## config.mk

```make
export PLATFORM = sky130hd
export DESIGN_NAME = rai_esf_monitor
export DESIGN_NICKNAME = d
export VERILOG_FILES = /design/src/rtl/rai_pkg.sv /design/src/rtl/rai_align_fsm.sv /design/src/rtl/rai_integ_filter.sv /design/src/rtl/rai_evt_latch.sv /design/src/rtl/rai_esf_monitor.sv
export SDC_FILE = /design/constraint.sdc
export NUM_CORES = 1
export LEC_CHECK = 0
export BUFFER_PORTS_ARGS = -buffer_cell sky130_fd_sc_hd__buf_4
export CAP_MARGIN = 0
export CORE_ASPECT_RATIO = 0.75
export CORE_MARGIN = 3
export CORE_UTILIZATION = 30
export DETAILED_ROUTE_END_ITERATION = 10
export PLACE_DENSITY = 0.44
export SYNTH_ARGS = -nofsm -noshare
export SYNTH_HDL_FRONTEND = slang
export SYNTH_SLANG_ARGS = --single-unit
```

## constraint.sdc

```tcl
create_clock -name clk -period 5.75 [get_ports clk]
set_input_delay 0.2875 -clock clk [delete_from_list [all_inputs] [get_ports clk]]
set_output_delay 0.2875 -clock clk [all_outputs]
set_load 0.01 [all_outputs]
```

## src/rtl/rai_pkg.sv

```systemverilog
package rai_pkg;

    // Pattern tracker states
    typedef enum logic [1:0] {
        ST_HUNT  = 2'd0,
        ST_ARM   = 2'd1,
        ST_ALARM = 2'd2
    } trk_state_e;

    // Integration filter states
    typedef enum logic [1:0] {
        IF_QUIET    = 2'd0,
        IF_SET_WAIT = 2'd1,
        IF_ACTIVE   = 2'd2,
        IF_CLR_WAIT = 2'd3
    } flt_state_e;

endpackage

```

## src/rtl/rai_align_fsm.sv

```systemverilog
module rai_align_fsm
    import rai_pkg::*;
#(
    parameter int            PAT_W   = 16,
    parameter logic [PAT_W-1:0] PATTERN = 16'h00FF,
    parameter int            SET_RUN = 16,
    parameter int            WIN     = 16,
    parameter int            CLR_MAX = 14
) (
    input  logic clk,
    input  logic rst_n,
    input  logic esf_en,
    input  logic fdl_valid,
    input  logic fdl_bit,
    output logic raw_alarm
);
    localparam int PH_W   = $clog2(PAT_W);
    localparam int RUN_W  = $clog2(SET_RUN + 1);
    localparam int SLOT_W = (WIN > 1) ? $clog2(WIN) : 1;
    localparam int HIT_W  = $clog2(WIN + 1);

    trk_state_e        state_q, state_d;
    logic [PAT_W-1:0]  shreg_q, shreg_d;
    logic [PH_W-1:0]   phase_q, phase_d;
    logic [RUN_W-1:0]  run_q,   run_d;
    logic [SLOT_W-1:0] slot_q,  slot_d;
    logic [HIT_W-1:0]  hits_q,  hits_d;

    logic [PAT_W-1:0]  win;
    logic              match;
    logic              at_edge;
    logic [HIT_W-1:0]  total;

    assign win     = {shreg_q[PAT_W-2:0], fdl_bit};
    assign match   = (win == PATTERN);
    assign at_edge = (phase_q == PH_W'(PAT_W - 1));
    assign total   = hits_q + HIT_W'(match);

    // State register
    always_ff @(posedge clk or negedge rst_n) begin
        if (!rst_n) begin
            state_q <= ST_HUNT;
            shreg_q <= '0;
            phase_q <= '0;
            run_q   <= '0;
            slot_q  <= '0;
            hits_q  <= '0;
        end else begin
            state_q <= state_d;
            shreg_q <= shreg_d;
            phase_q <= phase_d;
            run_q   <= run_d;
            slot_q  <= slot_d;
            hits_q  <= hits_d;
        end
    end

    // Next state and counters
    always_comb begin
        state_d = state_q;
        shreg_d = shreg_q;
        phase_d = phase_q;
        run_d   = run_q;
        slot_d  = slot_q;
        hits_d  = hits_q;
        if (fdl_valid) begin
            shreg_d = win;
            unique case (state_q)
                ST_HUNT: begin
                    if (match) begin
                        state_d = ST_ARM;
                        run_d   = RUN_W'(1);
                        phase_d = '0;
                    end
                end
                ST_ARM: begin
                    if (at_edge) begin
                        phase_d = '0;
                        if (!match) begin
                            state_d = ST_HUNT;
                            run_d   = '0;
                        end else if (run_q == RUN_W'(SET_RUN - 1)) begin
                            state_d = ST_ALARM;
                            run_d   = '0;
                            slot_d  = '0;
                            hits_d  = '0;
                        end else begin
                            run_d = run_q + RUN_W'(1);
                        end
                    end else begin
                        phase_d = phase_q + PH_W'(1);
                    end
                end
                ST_ALARM: begin
                    if (at_edge) begin
                        phase_d = '0;
                        if (slot_q == SLOT_W'(WIN - 1)) begin
                            slot_d = '0;
                            hits_d = '0;
                            if (total <= HIT_W'(CLR_MAX)) begin
                                state_d = ST_HUNT;
                            end
                        end else begin
                            slot_d = slot_q + SLOT_W'(1);
                            hits_d = total;
                        end
                    end else begin
                        phase_d = phase_q + PH_W'(1);
                    end
                end
                default: state_d = ST_HUNT;
            endcase
        end
        if (!esf_en) begin
            state_d = ST_HUNT;
            shreg_d = '0;
            phase_d = '0;
            run_d   = '0;
            slot_d  = '0;
            hits_d  = '0;
        end
    end

    // Output
    always_comb begin
        raw_alarm = (state_q == ST_ALARM);
    end

endmodule

```

## src/rtl/rai_integ_filter.sv

```systemverilog
module rai_integ_filter
    import rai_pkg::*;
#(
    parameter int INTEG_MS = 200
) (
    input  logic clk,
    input  logic rst_n,
    input  logic esf_en,
    input  logic raw_alarm,
    input  logic tick_ms,
    output logic filt_alarm
);
    localparam int TMR_W = $clog2(INTEG_MS + 1);

    flt_state_e       state_q, state_d;
    logic [TMR_W-1:0] tmr_q,   tmr_d;
    logic             expired;

    assign expired = tick_ms && (tmr_q == TMR_W'(INTEG_MS));

    // State register
    always_ff @(posedge clk or negedge rst_n) begin
        if (!rst_n) begin
            state_q <= IF_QUIET;
            tmr_q   <= '0;
        end else begin
            state_q <= state_d;
            tmr_q   <= tmr_d;
        end
    end

    // Next state and wait timer
    always_comb begin
        state_d = state_q;
        tmr_d   = tmr_q;
        unique case (state_q)
            IF_QUIET: begin
                tmr_d = '0;
                if (raw_alarm) state_d = IF_SET_WAIT;
            end
            IF_SET_WAIT: begin
                if (!raw_alarm) begin
                    state_d = IF_QUIET;
                    tmr_d   = '0;
                end else if (expired) begin
                    state_d = IF_ACTIVE;
                    tmr_d   = '0;
                end else if (tick_ms) begin
                    tmr_d = tmr_q + TMR_W'(1);
                end
            end
            IF_ACTIVE: begin
                tmr_d = '0;
                if (!raw_alarm) state_d = IF_CLR_WAIT;
            end
            IF_CLR_WAIT: begin
                if (raw_alarm) begin
                    state_d = IF_ACTIVE;
                    tmr_d   = '0;
                end else if (expired) begin
                    state_d = IF_QUIET;
                    tmr_d   = '0;
                end else if (tick_ms) begin
                    tmr_d = tmr_q + TMR_W'(1);
                end
            end
            default: begin
                state_d = IF_QUIET;
                tmr_d   = '0;
            end
        endcase
        if (!esf_en) begin
            state_d = IF_QUIET;
            tmr_d   = '0;
        end
    end

    // Output
    always_comb begin
        filt_alarm = (state_q == IF_ACTIVE) || (state_q == IF_CLR_WAIT);
    end

endmodule

```

## src/rtl/rai_evt_latch.sv

```systemverilog
module rai_evt_latch (
    input  logic clk,
    input  logic rst_n,
    input  logic alarm,
    input  logic clr,
    output logic evt
);
    logic prev_q;
    logic onset;

    assign onset = alarm && !prev_q;

    always_ff @(posedge clk or negedge rst_n) begin
        if (!rst_n) begin
            prev_q <= 1'b0;
            evt    <= 1'b0;
        end else begin
            prev_q <= alarm;
            if (onset)    evt <= 1'b1;
            else if (clr) evt <= 1'b0;
        end
    end

endmodule

```

## src/rtl/rai_esf_monitor.sv

```systemverilog
module rai_esf_monitor #(
    parameter int               PAT_W    = 16,
    parameter logic [PAT_W-1:0] PATTERN  = 16'h00FF,
    parameter int               SET_RUN  = 16,
    parameter int               WIN      = 16,
    parameter int               CLR_MAX  = 14,
    parameter int               INTEG_MS = 200
) (
    input  logic clk,
    input  logic rst_n,
    input  logic esf_en,
    input  logic integ_en,
    input  logic fdl_valid,
    input  logic fdl_bit,
    input  logic tick_ms,
    input  logic evt_clr,
    output logic rai_out,
    output logic rai_evt
);
    logic raw_alarm;
    logic filt_alarm;

    rai_align_fsm #(
        .PAT_W  (PAT_W),
        .PATTERN(PATTERN),
        .SET_RUN(SET_RUN),
        .WIN    (WIN),
        .CLR_MAX(CLR_MAX)
    ) u_trk (
        .clk      (clk),
        .rst_n    (rst_n),
        .esf_en   (esf_en),
        .fdl_valid(fdl_valid),
        .fdl_bit  (fdl_bit),
        .raw_alarm(raw_alarm)
    );

    rai_integ_filter #(
        .INTEG_MS(INTEG_MS)
    ) u_flt (
        .clk       (clk),
        .rst_n     (rst_n),
        .esf_en    (esf_en),
        .raw_alarm (raw_alarm),
        .tick_ms   (tick_ms),
        .filt_alarm(filt_alarm)
    );

    // Output mode select register
    always_ff @(posedge clk or negedge rst_n) begin
        if (!rst_n)       rai_out <= 1'b0;
        else if (!esf_en) rai_out <= 1'b0;
        else              rai_out <= integ_en ? filt_alarm : raw_alarm;
    end

    rai_evt_latch u_evt (
        .clk  (clk),
        .rst_n(rst_n),
        .alarm(rai_out),
        .clr  (evt_clr),
        .evt  (rai_evt)
    );

endmodule

```

==> flow_metrics.py, run 1 <==
metrics = {
    "timing": {
        "report.final.slew_viol_count": 0,
        "tightestPinTransition_ns": 0.725,
        "timing.final.setup_violations": 0,
        "highest_clock_rate_mhz": 273,
        "setup_skew_ns": 0.00611,
        "worst_slack_ns": 2.08,
        "crit_share_post_route_pct": 63.8,
        "tns_ns": 0,
        "timing.max_slew.rel_slack_pct": 51.6,
        "post-route-min-period_ns": 3.67,
        "hold_violation_total_from_the_final_report": 0,
        "rsz0062_at_grt": "false",
    },
    "setup_path": {
        "worst_setup_path_start_kind": "flip-flop",
        "worst_path_largest_cell_delay_ns": 0.60,
        "slowest_stage": "sky130_fd_sc_hd__or4_4",
        "cp.arrival_ns": 3.84,
        "cp_cell_sequence": "or4_1, or4_4, inv_2, ha_1, ha_1, nor3_1, or4_1, o41ai_1, or4_1, nand3_1",
        "ff2ff_setup_slack_ns": 2.08,
        "timing.setup.critical_path_class": "flip-flop to flip-flop",
        "critPathRequiredTime_ns": 5.92,
        "path_delay_family": "simple AND/OR/NAND/NOR gates",
        "path_max_fanout": 8,
        "timing.critical_path.to_type": "flip-flop",
        "cp_common_cell": "sky130_fd_sc_hd__or4_1",
        "crit_buf_inv": 1,
    },
    "route": {
        "antenna_violating_nets_post_route": 0,
        "dr_total_vias": 1797,
        "detailedRoute.firstPassIterationCount": 4,
        "drt_first_iter_violations": 81,
        "wl_per_cell_um": 13.4,
        "postRouteWirelength_mm": 4.99,
        "drc_errors": 0,
        "vias_per_cell": 4.82,
    },
    "grt": {
        "globalRoute.totalOverflow": 0,
        "antenna_found_initial": 0,
        "grt_resource_usage_total_pct": 11.5,
        "grt_pass1_vias": 1797,
        "global_route_wire_length_before_repair_mm": 8.92,
        "pin_count_of_the_biggest_net_entering_global_routing": 49,
    },
    "logic_synthesis": {
        "number_of_instances_in_the_synthesized_netlist": 259,
        "postSynthAreaPerCell_um2": 9.80,
        "synth_top_cell_area_share_pct": 47.3,
        "synth.net_count": 278,
        "ys_async_sr_fraction_pct": 100,
        "synth.ff_latch_count": 48,
        "yosys.area.top_type": "sky130_fd_sc_hd__dfrtp_1",
        "synthesis.yosys.warnings": 0,
        "synth-edff-count": 0,
        "synth_seq_area_share_pct": 47.3,
        "synth.area.top_cells": "sky130_fd_sc_hd__dfrtp_1, sky130_fd_sc_hd__mux2i_1, sky130_fd_sc_hd__ha_1, sky130_fd_sc_hd__nor2_1, sky130_fd_sc_hd__o21ai_0",
        "synthTopCellsByCount": "sky130_fd_sc_hd__dfrtp_1, sky130_fd_sc_hd__nor2_1, sky130_fd_sc_hd__nand2_1, sky130_fd_sc_hd__mux2i_1, sky130_fd_sc_hd__o21ai_0",
        "synth_area_mm2": 0.00254,
        "cell_with_the_most_instances_after_synthesis": "sky130_fd_sc_hd__dfrtp_1",
        "yosys_most_used_dff": "sky130_fd_sc_hd__dfrtp_1",
        "post_synth_num_cell_types": 44,
    },
    "power": {
        "clock_power_share_pct": 44.1,
        "cellPowerDensity_mw_per_mm2": 261,
        "power.switching_fraction_pct": 23.4,
        "power.combinational.fraction_pct": 9.5,
        "netSwitchingPower_uw": 175,
        "worst_ir_drop_vdd_uv": 121,
        "p_leak_nw": 1.29,
        "p_seq_share_pct": 46.5,
        "p_int_uw": 572,
    },
    "placed_design": {
        "globalplace.congestion": 0.772,
        "post_detailed_placement_half_perimeter_wirelength_mm": 3.44,
        "placement.io_buffers": 9,
        "place_worst_setup_slack_ns": 2.11,
    },
    "clocking": {
        "cts-root-buf": "sky130_fd_sc_hd__clkbuf_16",
        "clock_latency_ns": 0.28,
        "clock_tree.htree_level_count": 2,
        "cts_setup_buffers": 0,
        "cts_made_buffers": 5,
        "cts_repair_resize_count": 0,
        "clk_pin_slew_worst_paths_ns": 0.06,
        "cts_sinks": 48,
        "max-clock-path-buffers": 2,
        "cts_tree": "yes",
        "postCtsHoldBufs": 0,
    },
    "floorplan": {
        "floorplan.die_area_mm2": 0.00961,
        "num_rows": 28,
        "die_width_um": 112,
        "initial_core_util_pct": 31.5,
        "die_height_um": 85.7,
        "floorplan.io_pins": 10,
        "area_of_the_placeable_core_mm2": 0.00806,
    },
    "final_layout": {
        "finish.net_count": 286,
        "drive_gt1_share_pct": 8.58,
        "antenna_diode_instance_count": 0,
        "area_growth_syn_to_layout_pct": 12.8,
        "num-fill-cells": 827,
    },
    "min_path": {
        "hold_class": "input port to async pin",
    },
    "run_status": {
        "status": "complete, no violations",
    },
    "job": {
        "cap_viol_max_count": 0,
    },
}
-- sequential cells by signal, indices dropped and copies added, names as in the netlist --
| name | flops |
|---|---|
| u_trk.shreg_q | 15 |
| u_evt.prev_q | 1 |
| u_trk.run_q | 5 |
| u_flt.state_q | 2 |
| rai_out | 1 |
| u_trk.slot_q | 4 |
| u_evt.evt | 1 |
| u_trk.phase_q | 4 |
| u_trk.hits_q | 5 |
| u_flt.tmr_q | 8 |
| u_trk.state_q | 2 |
-- power by group through the flow --
stage	registers, mW	logic (mW)	clock network (mW)
CTS	0.347	0.0730	0.343
finish	0.347	0.0709	0.329
floorplan	0.353	0.0488	0
global route	0.348	0.0831	0.358
detailed placement	0.354	0.0729	0
global placement	0.354	0.0726	0
-- cells by family (layout without fill, tap and decap cells) --
group,Yosys count,after routing,share of synthesized area [%]
adders and majority gates,11,11,5.42
buffers and inverters,20,29,3.30
xor gates and xnor gates,8,8,2.76
AOI/OAI and AO/OA,45,45,12.2
muxes,18,18,7.10
and+or+nand+nor,109,109,21.9
DFF,48,48,47.3
-- area by class of cell --
class                           count  area [um2]  area share (%)
Multi-Input combinational cell    191        1250            43.8
Tap cell                          105         131            4.59
Timing Repair Buffer                9        67.6            2.36
Clock buffer                        6         129            4.50
Clock inverter                      2        35.0            1.22
Inverter                           12        45.0            1.57
Sequential cell                    48        1200            42.0
-- placed cells by master, fill, tap and decap left out, types with 5 or more instances in the layout --
cell and n:
sky130_fd_sc_hd__dfrtp_1 48, sky130_fd_sc_hd__nor2_1 34, sky130_fd_sc_hd__nand2_1 22, sky130_fd_sc_hd__mux2i_1 18, sky130_fd_sc_hd__o21ai_0 18, sky130_fd_sc_hd__nand3_1 12
sky130_fd_sc_hd__inv_1 11, sky130_fd_sc_hd__ha_1 11, sky130_fd_sc_hd__buf_4 9, sky130_fd_sc_hd__nand4_1 8, sky130_fd_sc_hd__nor3_1 6, sky130_fd_sc_hd__o31ai_1 6
sky130_fd_sc_hd__xor2_1 5, sky130_fd_sc_hd__a21oi_1 5, sky130_fd_sc_hd__nand2b_1 5, sky130_fd_sc_hd__clkbuf_16 5
-- worst reg2reg max path, stage by stage (launching register included) --
cell                      delay (ns)
sky130_fd_sc_hd__dfrtp_1        0.39
sky130_fd_sc_hd__or4_1          0.56
sky130_fd_sc_hd__or4_4          0.60
sky130_fd_sc_hd__inv_2          0.11
sky130_fd_sc_hd__ha_1           0.22
sky130_fd_sc_hd__ha_1           0.33
sky130_fd_sc_hd__nor3_1         0.08
sky130_fd_sc_hd__or4_1          0.46
sky130_fd_sc_hd__o41ai_1        0.52
sky130_fd_sc_hd__or4_1          0.20
sky130_fd_sc_hd__nand3_1        0.07
-- stage by stage --
step	instances	hold slack [ns]	util [%]	total power, mW	area [um2]
2_1_floorplan	259	-0.00809	-	0.402	2540
3_3_place_gp	365	0.361	33.5	0.426	2700
3_5_place_dp	365	0.364	33.5	0.426	2700
4_1_cts	373	0.0557	35.5	0.763	2860
5_1_grt	373	0.0808	35.5	0.789	2860
6_report	373	0.0213	35.5	0.747	2860
-- layer usage --
metal / wire length (um) / up-vias / global-route usage [%] / share of wire, %
met5: 0 / - / 0 / 0
met2: 2000 / 13 / 16.5 / 40
met1: 2820 / 843 / 16.9 / 57
met3: 131 / 2 / 3.17 / 2.6
met4: 36 / 0 / 3.28 / 0.72
li1: - / 939 / - / -
-- path summary, 6_finish.rpt --
check                                   end        startpoint  cells past startpoint
max                        u_trk.state_q[1]  u_trk.shreg_q[9]                     10
min                        u_trk.shreg_q[0]             rst_n                      1
max reg2reg                u_trk.state_q[1]  u_trk.shreg_q[9]                     10
min reg2reg                    u_evt.prev_q           rai_out                      0
max in group asynchronous   u_trk.slot_q[2]             rst_n                      1
min in group clk                  u_evt.evt           evt_clr                      2
Power figures use the tool's default switching activity.
==> inputs of run 2 (changes only) <==
==> constraint.sdc (replaced) <==
create_clock -name clk -period 3.55 [get_ports clk]
set_input_delay 0.1775 -clock clk [delete_from_list [all_inputs] [get_ports clk]]
set_output_delay 0.1775 -clock clk [all_outputs]
set_load 0.01 [all_outputs]
==> run 2 against run 1 <==
Net effect: total power increased by 66%; sequential power rose by 62%; utilization up 0.65 points; combinational power is 73% higher; clock-buffer cell count decreased by 1; first-iteration DRC count increased by 12%; design area is 1.8% higher; critical endpoint unchanged; largest cell class unchanged; highest routed layer unchanged.
==> flow_metrics.py, run 2 (synthesis results as in run 1) <==
metrics = {
    "setup_path": {
        "worst_path_largest_cell_delay_ns": 0.60,
        "worstReg2RegEnd": "u_trk.state_q[1]",
        "worst_setup_path_start_kind": "flip-flop",
        "path_delay_family": "simple AND/OR/NAND/NOR gates",
        "cp_cell_sequence": "or4_1, or4_4, inv_2, ha_1, ha_4, a221oi_2, o41ai_2, buf_4, or4_1, nand3_1",
        "ff2ff_setup_slack_ns": 0.22,
        "crit_buf_inv": 2,
        "r2r_start": "u_trk.shreg_q[9]",
        "cp_common_cell": "sky130_fd_sc_hd__or4_1",
        "slowest_stage": "sky130_fd_sc_hd__or4_4",
        "timing.critical_path.to_type": "flip-flop",
        "timing.setup.critical_path_class": "flip-flop to flip-flop",
        "critPathRequiredTime_ns": 3.79,
        "path_max_fanout": 8,
        "r2r_cells": 10,
        "cp.arrival_ns": 3.57,
    },
    "timing": {
        "rsz0062_at_grt": "false",
        "tns_ns": 0,
        "highest_clock_rate_mhz": 300,
        "hold_ws_ns": 0.0596,
        "tightestPinTransition_ns": 0.791,
        "report.final.slew_viol_count": 0,
        "setup_skew_ns": 0.00949,
        "timing.final.setup_violations": 0,
        "post-route-min-period_ns": 3.33,
        "timing.max_slew.rel_slack_pct": 47.2,
        "crit_share_post_route_pct": 93.9,
        "hold_violation_total_from_the_final_report": 0,
    },
    "route": {
        "dr_total_vias": 1858,
        "vias_per_cell": 4.95,
        "wl_per_cell_um": 13.5,
        "drc_errors": 0,
        "antenna_violating_nets_post_route": 0,
        "drt_first_iter_violations": 91,
        "detailedRoute.firstPassIterationCount": 4,
        "postRouteWirelength_mm": 5.04,
    },
    "grt": {
        "grt_resource_usage_total_pct": 11.6,
        "grt_pass1_vias": 1774,
        "pin_count_of_the_biggest_net_entering_global_routing": 49,
        "antenna_found_initial": 0,
        "globalRoute.totalOverflow": 0,
        "global_route_wire_length_before_repair_mm": 8.74,
    },
    "final_layout": {
        "final_cell_area_mm2": 0.00292,
        "antenna_diode_instance_count": 0,
        "finish.net_count": 288,
        "layout.cells.most_common": "sky130_fd_sc_hd__dfrtp_1",
        "area_growth_syn_to_layout_pct": 14.8,
        "largest_reg_flops": 15,
        "multi_input_area_mm2": 0.00128,
        "final_cells": 375,
        "num-fill-cells": 821,
        "drive_gt1_share_pct": 10.4,
        "max_flop_register": "u_trk.shreg_q",
        "seq_area_mm2": 0.00120,
        "most-common-layout-cells": "sky130_fd_sc_hd__dfrtp_1, sky130_fd_sc_hd__nor2_1, sky130_fd_sc_hd__nand2_1",
        "top_flop_regs": "u_trk.shreg_q: 15 flops, u_flt.tmr_q: 8 flops",
    },
    "floorplan": {
        "area_of_the_placeable_core_mm2": 0.00806,
        "floorplan.die_area_mm2": 0.00961,
        "die_height_um": 85.7,
        "floorplan.io_pins": 10,
        "initial_core_util_pct": 31.5,
        "die_width_um": 112,
        "num_rows": 28,
    },
    "power": {
        "cellPowerDensity_mw_per_mm2": 425,
        "p_leak_nw": 1.30,
        "worst_ir_drop_vdd_uv": 200,
    },
    "min_path": {
        "hp-start": "evt_clr",
        "hold_class": "input port to flip-flop",
        "timing.hold.worst_path_depth": 2,
        "holdPathEnd": "u_evt.evt",
    },
    "job": {
        "cap_viol_max_count": 0,
    },
    "clocking": {
        "clock_latency_ns": 0.30,
        "cts_made_buffers": 5,
        "cts_tree": "yes",
        "cts_sinks": 48,
        "clock_tree.htree_level_count": 2,
        "max-clock-path-buffers": 2,
        "cts-root-buf": "sky130_fd_sc_hd__clkbuf_16",
        "clk_pin_slew_worst_paths_ns": 0.07,
    },
    "placed_design": {
        "globalplace.congestion": 0.761,
        "post_detailed_placement_half_perimeter_wirelength_mm": 3.45,
        "detailed_place.area_mm2": 0.00271,
        "place.detailed.instances": 366,
        "placement.io_buffers": 9,
    },
    "run_status": {
        "status": "complete, no violations",
    },
}
## run 2: per-layer routing
layer,vias to the layer above,global-route usage [%],wire (um)
li1,944,-,-
met5,-,0,0
met4,0,5.90,114
met1,884,16.4,2800
met2,22,16.1,1970
met3,8,3.17,162
## run 2: through the flow
step	util (%)	setup slack [ns]	power, mW
2_1_floorplan	-	0.180	0.650
3_3_place_gp	33.6	0.142	0.696
3_5_place_dp	33.6	0.113	0.694
4_1_cts	35.9	0.0926	1.26
5_1_grt	36.2	0.0594	1.30
6_report	36.2	0.217	1.24
## run 2: where the power goes
part | total [mW] | internal [mW] | leakage (nW) | switching [mW]
registers | 0.562 | 0.555 | 0.668 | 0.00728
logic | 0.123 | 0.0456 | 0.547 | 0.0775
clock network | 0.554 | 0.335 | 0.0840 | 0.220
## run 2: timing repair
action                                  CTS  global route
gates resized for setup                   0             4
hold buffers                              1             0
endpoints found under the setup margin    0             2
buffers inserted                          0             0
hold endpoints to repair                 48             0
## run 2: cell type report
class                   instances  share of cell area [%]
inverters                      12                    1.55
well taps                     105                    4.51
clock inverters                 3                    1.63
clock buffers                   5                    4.29
repair buffers                 11                    2.92
flip-flops and latches         48                    41.2
multi-input cells             191                    43.9
## run 2: worst max path at each step
| stage | startpoint | endpoint | slack [ns] | cells past startpoint |
|---|---|---|---|---|
| 3_3_place_gp | u_trk.shreg_q[9] | u_trk.state_q[1] | 0.14 | 11 |
| 4_1_cts | u_trk.shreg_q[9] | u_trk.state_q[1] | 0.09 | 11 |
| 2_1_floorplan | u_trk.shreg_q[8] | u_trk.state_q[1] | 0.18 | 11 |
| 6_report | u_trk.shreg_q[9] | u_trk.state_q[1] | 0.22 | 10 |
| 5_1_grt | u_trk.shreg_q[9] | u_trk.state_q[1] | 0.06 | 11 |
| 3_5_place_dp | u_trk.shreg_q[9] | u_trk.state_q[1] | 0.11 | 11 |
==> inputs of run 3 (changes only) <==
--- a/config.mk
+++ b/config.mk
@@ -10,8 +10,10 @@
 export CORE_ASPECT_RATIO = 0.75
 export CORE_MARGIN = 3
 export CORE_UTILIZATION = 30
+export CTS_CLUSTER_DIAMETER = 150
 export DETAILED_ROUTE_END_ITERATION = 10
 export PLACE_DENSITY = 0.44
 export SYNTH_ARGS = -nofsm -noshare
 export SYNTH_HDL_FRONTEND = slang
+export SYNTH_HIERARCHICAL = 1
 export SYNTH_SLANG_ARGS = --single-unit
==> run 3 against run 2 <==
Net effect: combinational power decreased by 17%; design area increased by 1.2%; sequential share of layout area shrank 0.51 points; critical endpoint is now u_trk/state_q[1]; largest power group unchanged.
==> flow_metrics.py, run 3 <==
metrics = {
    "logic_synthesis": {
        "synthTopCellsByCount": "sky130_fd_sc_hd__dfrtp_1, sky130_fd_sc_hd__o21ai_0, sky130_fd_sc_hd__nand2_1, sky130_fd_sc_hd__mux2i_1, sky130_fd_sc_hd__nor2b_1",
        "synth_area_mm2": 0.00263,
        "synth_top_cell_area_share_pct": 45.8,
        "synth.area.top_cells": "sky130_fd_sc_hd__dfrtp_1, sky130_fd_sc_hd__mux2i_1, sky130_fd_sc_hd__ha_1, sky130_fd_sc_hd__o21ai_0, sky130_fd_sc_hd__nor2b_1",
        "synth.ff_latch_count": 48,
        "post_synth_num_cell_types": 53,
        "synth_seq_area_share_pct": 45.8,
        "yosys.area.top_type": "sky130_fd_sc_hd__dfrtp_1",
        "synthesis.yosys.warnings": 6,
        "number_of_instances_in_the_synthesized_netlist": 250,
        "synth-edff-count": 0,
        "yosys_most_used_dff": "sky130_fd_sc_hd__dfrtp_1",
        "ys_async_sr_fraction_pct": 100,
        "synth.net_count": 269,
        "postSynthAreaPerCell_um2": 10.5,
        "cell_with_the_most_instances_after_synthesis": "sky130_fd_sc_hd__dfrtp_1",
    },
    "min_path": {
        "timing.hold.worst_path_depth": 2,
        "hold_class": "input port to flip-flop",
    },
    "setup_path": {
        "worstSetupEndpoint": "u_trk/state_q[1]",
        "cp_common_cell": "sky130_fd_sc_hd__ha_1",
        "r2r_cells": 10,
        "path_max_fanout": 5,
        "worst_setup_path_startpoint": "u_trk/shreg_q[9]",
        "worstReg2RegEnd": "u_trk/state_q[1]",
        "ff2ff_setup_slack_ns": 0.87,
        "cp.arrival_ns": 2.86,
        "worst_path_largest_cell_delay_ns": 0.49,
        "r2r_start": "u_trk/shreg_q[9]",
        "worst_setup_path_start_kind": "flip-flop",
        "cp_cell_sequence": "nor4_4, nand4_2, inv_2, ha_1, ha_1, nand3_1, xor2_1, o21ai_0, or4b_1, o21a_1",
        "timing.setup.critical_path_class": "flip-flop to flip-flop",
        "slowest_stage": "sky130_fd_sc_hd__or4b_1",
        "timing.critical_path.to_type": "flip-flop",
        "critPathRequiredTime_ns": 3.73,
    },
    "route": {
        "vias_per_cell": 4.87,
        "dr_total_vias": 1779,
        "antenna_violating_nets_post_route": 0,
        "drt_first_iter_violations": 70,
        "wl_per_cell_um": 13.5,
        "postRouteWirelength_mm": 4.94,
        "drc_errors": 0,
        "detailedRoute.firstPassIterationCount": 4,
    },
    "placed_design": {
        "post_detailed_placement_half_perimeter_wirelength_mm": 3.29,
        "globalplace.congestion": 0.720,
        "place_worst_setup_slack_ns": 0.875,
        "place.detailed.instances": 356,
        "placement.io_buffers": 9,
    },
    "clocking": {
        "cts_tree": "yes",
        "clk_pin_slew_worst_paths_ns": 0.07,
        "cts_setup_buffers": 0,
        "max-clock-path-buffers": 2,
        "clock_latency_ns": 0.29,
        "cts-root-buf": "sky130_fd_sc_hd__clkbuf_16",
        "cts_repair_resize_count": 0,
        "cts_sinks": 48,
        "clock_tree.htree_level_count": 2,
        "cts_made_buffers": 5,
    },
    "timing": {
        "timing.max_slew.rel_slack_pct": 58.4,
        "setup_skew_ns": 0.00316,
        "tns_ns": 0,
        "rsz0062_at_grt": "false",
        "timing.final.setup_violations": 0,
        "post-route-min-period_ns": 2.68,
        "tightestPinTransition_ns": 0.625,
        "crit_share_post_route_pct": 75.5,
        "report.final.slew_viol_count": 0,
        "worst_slack_ns": 0.869,
        "highest_clock_rate_mhz": 373,
        "hold_violation_total_from_the_final_report": 0,
    },
    "power": {
        "worst_ir_drop_vdd_uv": 151,
        "p_leak_nw": 1.32,
        "cellPowerDensity_mw_per_mm2": 408,
        "report.power.total_mw": 1.20,
    },
    "final_layout": {
        "final_cells": 365,
        "largest_reg_flops": 15,
        "multi_input_area_mm2": 0.00132,
        "antenna_diode_instance_count": 0,
        "area_growth_syn_to_layout_pct": 12.4,
        "seq_area_mm2": 0.00120,
        "num-fill-cells": 816,
        "drive_gt1_share_pct": 12.7,
        "finish.net_count": 278,
        "fin_util_pct": 36.0,
        "max_flop_register": "u_trk/shreg_q",
        "layout.cells.most_common": "sky130_fd_sc_hd__dfrtp_1",
        "most-common-layout-cells": "sky130_fd_sc_hd__dfrtp_1, sky130_fd_sc_hd__o21ai_0, sky130_fd_sc_hd__nand2_1",
        "top_flop_regs": "u_trk/shreg_q: 15 flops, u_flt/tmr_q: 8 flops",
    },
    "grt": {
        "grt_pass1_vias": 1749,
        "grt_resource_usage_total_pct": 11.2,
        "antenna_found_initial": 0,
        "global_route_wire_length_before_repair_mm": 8.80,
        "pin_count_of_the_biggest_net_entering_global_routing": 49,
        "globalRoute.totalOverflow": 0,
    },
    "run_status": {
        "status": "complete, no violations",
    },
    "floorplan": {
        "floorplan.io_pins": 10,
        "die_height_um": 87.0,
        "num_rows": 28,
        "floorplan.die_area_mm2": 0.00992,
        "die_width_um": 114,
        "area_of_the_placeable_core_mm2": 0.00820,
        "initial_core_util_pct": 32.0,
    },
    "job": {
        "cap_viol_max_count": 0,
    },
}
[run 3: worst min-delay path by stage]
stage               startpoint               end  slack [ns]
finish                 evt_clr         u_evt/evt        0.05
global route           evt_clr         u_evt/evt        0.04
CTS                    evt_clr         u_evt/evt        0.04
detailed placement       rst_n  u_trk/shreg_q[1]        0.25
global placement         rst_n  u_trk/shreg_q[1]        0.25
floorplan                rst_n           rai_out       -0.12
[run 3: logic make-up (layout without fill, tap and decap cells)]
| kind of cell | count (synthesis) | count (layout) | share of synthesized area (%) |
|---|---|---|---|
| xor gates and xnor gates | 8 | 8 | 2.67 |
| AOI/OAI and AO/OA | 49 | 49 | 12.9 |
| muxes | 20 | 20 | 7.67 |
| adders and majority gates | 11 | 11 | 5.24 |
| and+or+nand+nor | 92 | 92 | 21.7 |
| DFF | 48 | 48 | 45.8 |
| buffers and inverters | 22 | 32 | 4.05 |
[run 3: critical path: cells and delay by family (launching register included)]
| family | cells | cell delay (ns) |
|---|---|---|
| simple gates | 4 | 1.21 |
| compound gates | 2 | 0.26 |
| buf+inv | 1 | 0.12 |
| flops | 1 | 0.42 |
| fa+ha+maj | 2 | 0.41 |
| xor+xnor | 1 | 0.14 |
[run 3: routing by layer]
layer  up-vias  share of wire [%]  GRT usage, %
met3         5                2.7          3.13
li1        922                  -             -
met4         0                1.5          4.53
met5         -                  0             0
met1       833                 58          16.9
met2        19                 38          14.8
[run 3: what timing repair did]
action	4_1_cts	5_1_grt
hold buffers	1	0
hold endpoints to repair	48	0
endpoints found under the setup margin	0	0
[run 3: stage by stage]
step	hold WS, ns	instance area [um2]
2_1_floorplan	-0.118	2630
3_3_place_gp	0.253	2770
3_5_place_dp	0.250	2770
4_1_cts	0.0426	2950
5_1_grt	0.0439	2950
6_report	0.0538	2950
[run 3: where the power goes]
group	internal [mW]	switching [mW]	leakage, nW	total, mW
Combinational	0.0403	0.0617	0.573	0.102
Clock	0.331	0.207	0.0798	0.538
Sequential	0.556	0.00780	0.666	0.564
[run 3: layout make-up]
| type | count | share of cell area, % |
|---|---|---|
| tap | 105 | 4.45 |
| clock buffer | 5 | 4.24 |
| inverter | 13 | 1.65 |
| multi-input combinational | 180 | 44.6 |
| sequential | 48 | 40.7 |
| timing repair buffer | 11 | 2.88 |
| clock inverter | 3 | 1.44 |
